[config.mk]
export PLATFORM = sky130hd
export DESIGN_NAME = clk_fanout_gate
export DESIGN_NICKNAME = d
export VERILOG_FILES = /design/src/rtl/clk_fanout_pkg.sv /design/src/rtl/cf_sync.sv /design/src/rtl/cf_divider.sv /design/src/rtl/cf_chan_gate.sv /design/src/rtl/clk_fanout_gate.sv
export SDC_FILE = /design/constraint.sdc
export NUM_CORES = 1
export LEC_CHECK = 0
export BUFFER_PORTS_ARGS = -buffer_cell sky130_fd_sc_hd__buf_2
export CAP_MARGIN = 40
export CORE_ASPECT_RATIO = 2
export CORE_MARGIN = 1
export CORE_UTILIZATION = 40
export CTS_BUF_LIST = sky130_fd_sc_hd__clkbuf_8
export CTS_CLUSTER_DIAMETER = 30
export DETAILED_ROUTE_END_ITERATION = 8
export MAX_ROUTING_LAYER = met4
export SLEW_MARGIN = 5
export SYNTH_ARGS = -nofsm -noshare
export SYNTH_HDL_FRONTEND = slang
export SYNTH_SLANG_ARGS = --single-unit
[constraint.sdc]
create_clock -name clk -period 3.2 [get_ports clk]
set_clock_uncertainty 0.1 [all_clocks]
set_input_delay 0.48 -clock clk [delete_from_list [all_inputs] [get_ports clk]]
set_output_delay 0.48 -clock clk [all_outputs]
set_load 0.005 [all_outputs]
[src/rtl/clk_fanout_pkg.sv]
package clk_fanout_pkg;

  localparam int SYNC_STAGES = 2;

  // A control that is active low by default is asserted when its level
  // equals the polarity-invert setting.
  function automatic logic ctl_asserted(input logic pin, input logic inv);
    return pin == inv;
  endfunction

endpackage

[src/rtl/cf_sync.sv]
module cf_sync #(
  parameter int W      = 1,
  parameter int STAGES = 2
) (
  input  logic         clk,
  input  logic         rst,
  input  logic [W-1:0] d,
  output logic [W-1:0] q
);

  logic [W-1:0] chain [STAGES+1];

  assign chain[0] = d;

  for (genvar g = 0; g < STAGES; g++) begin : g_stage
    always_ff @(posedge clk) begin
      if (rst) chain[g+1] <= '0;
      else     chain[g+1] <= chain[g];
    end
  end

  assign q = chain[STAGES];

endmodule

[src/rtl/cf_divider.sv]
module cf_divider (
  input  logic clk,
  input  logic rst,
  input  logic ref_in,
  input  logic div_en,
  output logic src
);

  logic ref_q;
  logic ref_q2;
  logic half_q;

  always_ff @(posedge clk) begin
    if (rst) begin
      ref_q  <= 1'b0;
      ref_q2 <= 1'b0;
      half_q <= 1'b0;
    end else begin
      ref_q  <= ref_in;
      ref_q2 <= ref_q;
      if (ref_q && !ref_q2) half_q <= ~half_q;
    end
  end

  assign src = div_en ? half_q : ref_q;

endmodule

[src/rtl/cf_chan_gate.sv]
module cf_chan_gate (
  input  logic clk,
  input  logic rst,
  input  logic src,
  input  logic want,
  output logic clk_o,
  output logic drv_o
);

  logic drv_next;

  // The drive decision is only re-evaluated while the source is low.
  assign drv_next = src ? drv_o : want;

  always_ff @(posedge clk) begin
    if (rst) begin
      drv_o <= 1'b0;
      clk_o <= 1'b0;
    end else begin
      drv_o <= drv_next;
      clk_o <= src & drv_next;
    end
  end

endmodule

[src/rtl/clk_fanout_gate.sv]
module clk_fanout_gate
  import clk_fanout_pkg::*;
#(
  parameter int NCH = 8
) (
  input  logic           clk,
  input  logic           rst,
  input  logic           ref_clk,
  input  logic           div_sel_n,
  input  logic [NCH-1:0] chan_en_pin,
  input  logic           pol_inv,
  input  logic           stop_pin,
  input  logic           pdn_pin,
  input  logic [NCH-1:0] reg_en,
  input  logic           lock_raw,
  output logic [NCH-1:0] clk_out,
  output logic [NCH-1:0] out_drive,
  output logic           lock_out
);

  localparam int SW       = NCH + 5;
  localparam int IDX_LOCK = NCH;
  localparam int IDX_PDN  = NCH + 1;
  localparam int IDX_STOP = NCH + 2;
  localparam int IDX_INV  = NCH + 3;
  localparam int IDX_DIV  = NCH + 4;

  logic [SW-1:0]  pins_a;
  logic [SW-1:0]  pins_s;
  logic [NCH-1:0] en_eff;
  logic [NCH-1:0] want;
  logic           inv_s;
  logic           stop_eff;
  logic           pdn_eff;
  logic           sel_clk;

  assign pins_a = {div_sel_n, pol_inv, stop_pin, pdn_pin, lock_raw, chan_en_pin};

  cf_sync #(.W(SW), .STAGES(SYNC_STAGES)) u_sync (
    .clk (clk),
    .rst (rst),
    .d   (pins_a),
    .q   (pins_s)
  );

  assign inv_s    = pins_s[IDX_INV];
  assign stop_eff = ctl_asserted(pins_s[IDX_STOP], inv_s);
  assign pdn_eff  = ctl_asserted(pins_s[IDX_PDN], inv_s);
  assign en_eff   = pins_s[NCH-1:0] ^ {NCH{inv_s}};
  assign want     = en_eff & reg_en & {NCH{~(stop_eff | pdn_eff)}};

  cf_divider u_div (
    .clk    (clk),
    .rst    (rst),
    .ref_in (ref_clk),
    .div_en (~pins_s[IDX_DIV]),
    .src    (sel_clk)
  );

  for (genvar i = 0; i < NCH; i++) begin : g_chan
    cf_chan_gate u_gate (
      .clk   (clk),
      .rst   (rst),
      .src   (sel_clk),
      .want  (want[i]),
      .clk_o (clk_out[i]),
      .drv_o (out_drive[i])
    );
  end

  always_ff @(posedge clk) begin
    if (rst || pdn_eff) lock_out <= 1'b0;
    else                lock_out <= lock_out | pins_s[IDX_LOCK];
  end

endmodule

==> flow_metrics.py, run 1 <==
metrics = {
    "run_status": {
        "status": "finished clean",
    },
    "worst_setup_path": {
        "cp-startpoint": "u_sync.q[11]",
        "regToRegSetupSlack_ps": 1570,
        "worstSetupEndpointType": "register",
        "cp_max_fo": 11,
        "cp-start-kind": "register",
        "timing.rr.start": "u_sync.q[11]",
        "cp.arrival_ps": 1720,
        "crit_type": "register to register",
        "worst-r2r-cell-count": 3,
        "required_ps": 3290,
    },
    "final_layout": {
        "diodes": 0,
        "area_growth_pct": 16.26,
        "final_cell_mix": "46 x dfxtp_1, 40 x buf_2, 29 x nor2b_1",
        "final_area_mm2": 0.001798,
        "final_common_cell": "dfxtp_1",
        "nNetsFinal": 181,
        "final_util_pct": 49.31,
        "stdcell_count": 207,
        "drive_above_1_share_pct": 32.91,
    },
    "clock_network": {
        "clock_latency_ps": 300,
        "postCtsHoldBufs": 0,
        "path_clk_slew_ps": 80,
        "cts_tree": "done",
        "cts_root_buf": "clkbuf_8",
        "clock_path_buffers": 2,
        "cts-resized-gates": 0,
        "postCtsSetupBuffers": 0,
        "numCtsBuffers": 5,
        "htreeDepth": 2,
        "clock_sinks": 46,
    },
    "drt": {
        "dr.pass1.iters": 3,
        "drc": 0,
        "ant_nets": 0,
        "num_vias": 873,
        "routed_via_density": 4.217,
        "drt-total-wl_mm": 1.923,
        "drt_iter0_drc": 18,
        "post_drt_wl_per_cell_um": 9.290,
    },
    "logic_synthesis": {
        "yosysUniqueCellTypes": 19,
        "ys_seq_area_share_pct": 59.55,
        "ys_seq_elements": 46,
        "yosysWarnings": 0,
        "netlist_area_mm2": 0.001546,
        "syn_nets": 155,
        "synthCells": 131,
        "avgSynthCellArea_um2": 11.81,
    },
    "timing": {
        "timing.hold.ws_ps": 284.6,
        "slew_viol_final": 0,
        "fin_ws_ps": 1568,
        "rsz0062_at_grt": "no",
        "max_freq_mhz": 612.6,
        "period_needed_ps": 1632,
        "hold_violations": 0,
        "worst_slew_pin_slew_ps": 500.4,
        "fin_tns_setup_ps": 0,
        "setup_violations": 0,
        "max_slew_margin_pct": 66.64,
        "post-route-period-util_pct": 51.01,
    },
    "floorplanning": {
        "core_region_area_mm2": 0.003646,
        "io_pins": 41,
        "start_util_pct": 42.42,
        "die_x_um": 45.97,
        "die_h_um": 89.94,
        "die_area_mm2": 0.004134,
        "rows": 31,
    },
    "grt": {
        "antenna_found_initial": 0,
        "grt_max_degree": 33,
        "grt_pass1_wl_mm": 3.160,
        "grt_overflow": 0,
        "grt_pass1_vias": 801,
        "gr-usage-all-layers_pct": 11.05,
    },
    "place": {
        "dpl.hpwl_mm": 1.431,
        "place_ws_ps": 1502,
        "portBuffers": 40,
        "place_inst": 199,
        "placed_cell_area_mm2": 0.001660,
        "routabilityCongestion": 0.6660,
    },
    "job": {
        "drv_cap": 0,
    },
    "power": {
        "p_per_area_mw_per_mm2": 634.2,
        "ir_drop_mv": 0.5915,
        "total_power_mw": 1.140,
        "cellLeakagePower_nw": 0.8270,
    },
    "min_path": {
        "hold_path.class": "input port to register",
        "hold_path_depth": 2,
        "min-delay-start": "pol_inv",
    },
}
==> cell usage after synthesis, drive strengths merged <==
cell type / n / area, µm²
buf: 18 / 135.1
mux2i: 1 / 10.01
nor2: 3 / 13.77
nor3b: 1 / 18.77
dfxtp: 46 / 920.9
nor2b: 29 / 181.4
xnor2: 2 / 17.52
inv: 1 / 3.750
clkbuf: 3 / 12.51
and2: 8 / 50.05
a32o: 8 / 80.08
nor3: 1 / 5.000
o211a: 1 / 17.52
and3b: 1 / 10.01
xor2: 8 / 70.07
==> critical path: stages (launching register included) <==
cell and delay (ps):
dfxtp_1 640, and3b_2 270, o211a_4 260, a32o_1 250
==> layout make-up <==
cell class	instances	area [µm²]
Clock buffer	5	68.82
Clock inverter	3	68.82
Sequential cell	46	920.9
Fill cell	365	1848
Inverter	1	3.754
Multi-Input combinational cell	63	474.2
Tap cell	49	61.31
Timing Repair Buffer	40	200.2
==> layer usage <==
| layer | share of wire [%] | GRT usage [%] | vias to the layer above |
|---|---|---|---|
| li1 | - | - | 452 |
| met1 | 36 | 9.794 | 381 |
| met2 | 54 | 17.61 | 35 |
| met3 | 7.3 | 5.422 | 5 |
| met4 | 2.8 | 6.618 | 0 |
| met5 | 0 | - | - |
==> power by group <==
part,switching (mW),internal [mW]
registers,0.00817,0.590
clock network,0.182,0.312
logic,0.0205,0.0272
total,0.210,0.930
==> worst min path at each step <==
stage / endpoint / slack [ps]
floorplan: u_sync.q[0] / 310
global placement: u_sync.q[2] / 320
detailed placement: u_sync.q[6] / 320
CTS: u_sync.chain[24] / 280
global route: u_sync.chain[14] / 280
finish: u_sync.chain[24] / 280
==> cells by family after synthesis <==
kind of cell              count (synthesis)  synth area share, %
and+or+nand+nor                          43                18.04
xor gates and xnor gates                 10                5.664
buffers and inverters                    22                9.789
muxes                                     1               0.6473
AOI/OAI and AO/OA                         9                6.311
DFF                                      46                59.55
(Power assumes the default switching activity.)
==> run 2, diff against run 1 <==
Clock period 3.2 ns to 1.7 ns, I/O delays scaled along.
==> run 2 against run 1 <==
Compared with the run above:
- sequential share of layout area increased by 0.071 points
- hold slack worse by 210 ps
- largest power group unchanged
- first-iteration DRC count fell by 5.6%
- maximum frequency is 18% higher
- global-route usage is 0.78 points higher
- register-to-register slack worse by 1300 ps
==> flow_metrics.py, run 2 (synthesis results as in run 1) <==
metrics = {
    "run_status": {
        "status": "finished clean",
    },
    "place": {
        "dpl.hpwl_mm": 1.513,
        "routabilityCongestion": 0.6901,
        "portBuffers": 40,
        "placed_cell_area_mm2": 0.001683,
    },
    "final_layout": {
        "final_cell_mix": "46 x dfxtp_1, 40 x buf_2, 29 x nor2b_1",
        "drive_above_1_share_pct": 33.75,
        "diodes": 0,
        "nNetsFinal": 184,
        "n_fill_cell": 370,
        "area_growth_pct": 16.10,
        "final_common_cell": "dfxtp_1",
        "final_area_mm2": 0.001795,
    },
    "timing": {
        "worst_slew_pin_slew_ps": 502.6,
        "fin_tns_setup_ps": 0,
        "slew_viol_final": 0,
        "max_freq_mhz": 720.2,
        "max_slew_margin_pct": 66.46,
        "rsz0062_at_grt": "no",
        "post-route-period-util_pct": 81.68,
        "period_needed_ps": 1389,
        "hold_violations": 0,
        "setup_violations": 0,
    },
    "drt": {
        "num_vias": 899,
        "ant_nets": 0,
        "drc": 0,
        "post_drt_wl_per_cell_um": 9.660,
        "dr.pass1.iters": 2,
        "drt-total-wl_mm": 2.019,
        "routed_via_density": 4.301,
        "drt_iter0_drc": 17,
    },
    "power": {
        "p_per_area_mw_per_mm2": 1120,
        "ir_drop_mv": 0.6656,
        "cellLeakagePower_nw": 0.8313,
    },
    "floorplanning": {
        "rows": 31,
        "io_pins": 41,
        "die_x_um": 45.97,
        "die_area_mm2": 0.004134,
        "start_util_pct": 42.42,
        "die_h_um": 89.94,
        "core_region_area_mm2": 0.003646,
    },
    "grt": {
        "grt_overflow": 0,
        "grtUsageMet1_pct": 9.524,
        "met2_usage_pct": 20.07,
        "grt_max_degree": 31,
        "antenna_found_initial": 0,
        "grt_pass1_vias": 866,
        "gr-usage-all-layers_pct": 11.83,
        "grt_pass1_wl_mm": 3.387,
        "grt_use_met3_pct": 3.815,
        "busiest_layer": "met2",
    },
    "min_path": {
        "hold_end": "u_sync.chain[16]",
        "hold_path.class": "input port to register",
        "hold_path_depth": 2,
        "min-delay-start": "chan_en_pin[3]",
    },
    "worst_setup_path": {
        "cp-start-kind": "register",
        "cp.arrival_ps": 1470,
        "cp_max_fo": 8,
        "crit_type": "register to register",
        "worstSetupEndpointType": "register",
        "required_ps": 1780,
        "regToRegSetupSlack_ps": 310,
        "worst-r2r-cell-count": 4,
        "timing.rr.start": "u_sync.q[11]",
    },
    "clock_network": {
        "postCtsHoldBufs": 0,
        "cts_tree": "done",
        "clock_sinks": 46,
        "cts-resized-gates": 0,
        "clock_latency_ps": 290,
        "path_clk_slew_ps": 70,
        "htreeDepth": 2,
        "numCtsBuffers": 5,
        "cts_root_buf": "clkbuf_8",
        "postCtsSetupBuffers": 0,
        "clock_path_buffers": 2,
    },
    "job": {
        "drv_cap": 0,
    },
}
==> run 2: worst max-delay path, cell delays in order (launching register included) <==
cell	delay (ps)
dfxtp_1	320
buf_4	160
nor3b_4	150
o211a_4	280
a32o_1	260
==> run 2: worst max path at each step <==
stage                        endpoint          from  depth (start not counted)
5_1_grt                      register  u_sync.q[11]                          4
2_1_floorplan  g_chan[0].u_gate.drv_o  u_sync.q[11]                          4
6_report                     register  u_sync.q[11]                          4
4_1_cts                      register  u_sync.q[11]                          4
3_5_place_dp                 register  u_sync.q[11]                          4
3_3_place_gp   g_chan[0].u_gate.drv_o  u_sync.q[11]                          4
==> run 2: stage by stage <==
step | hold WS, ps | setup WS [ps] | std cells | power (mW) | utilization, %
2_1_floorplan | 283.2 | 393.9 | 131 | 1.211 | -
5_1_grt | 65.46 | 283.9 | 209 | 2.104 | 49.25
3_3_place_gp | 317.9 | 351.3 | 202 | 1.245 | 46.16
3_5_place_dp | 321.8 | 315.0 | 202 | 1.249 | 46.16
4_1_cts | 61.51 | 301.6 | 209 | 2.042 | 49.25
6_report | 70.86 | 311.5 | 209 | 2.011 | 49.25
==> run 2: layer usage <==
metal / wire length, µm / share of wire (%)
met1: 684 / 34
met4: 75 / 3.7
met5: 0 / 0
met3: 153 / 7.6
met2: 1106 / 55
==> run 2: area by class of cell <==
class / count / area [µm²] / area share, %
clock inverter: 1 / 30.03 / 1.672
timing repair buffer: 43 / 222.7 / 12.40
tap: 49 / 61.31 / 3.415
multi-input combinational: 63 / 474.2 / 26.41
sequential: 46 / 920.9 / 51.29
inverter: 1 / 3.754 / 0.2091
clock buffer: 6 / 82.58 / 4.599
==> run 2: where the power goes <==
group	switching [mW]	total (mW)	internal (mW)
clock	0.320	0.789	0.470
combinational	0.0430	0.0981	0.0551
sequential	0.0122	1.12	1.11
total	0.375	2.01	1.64
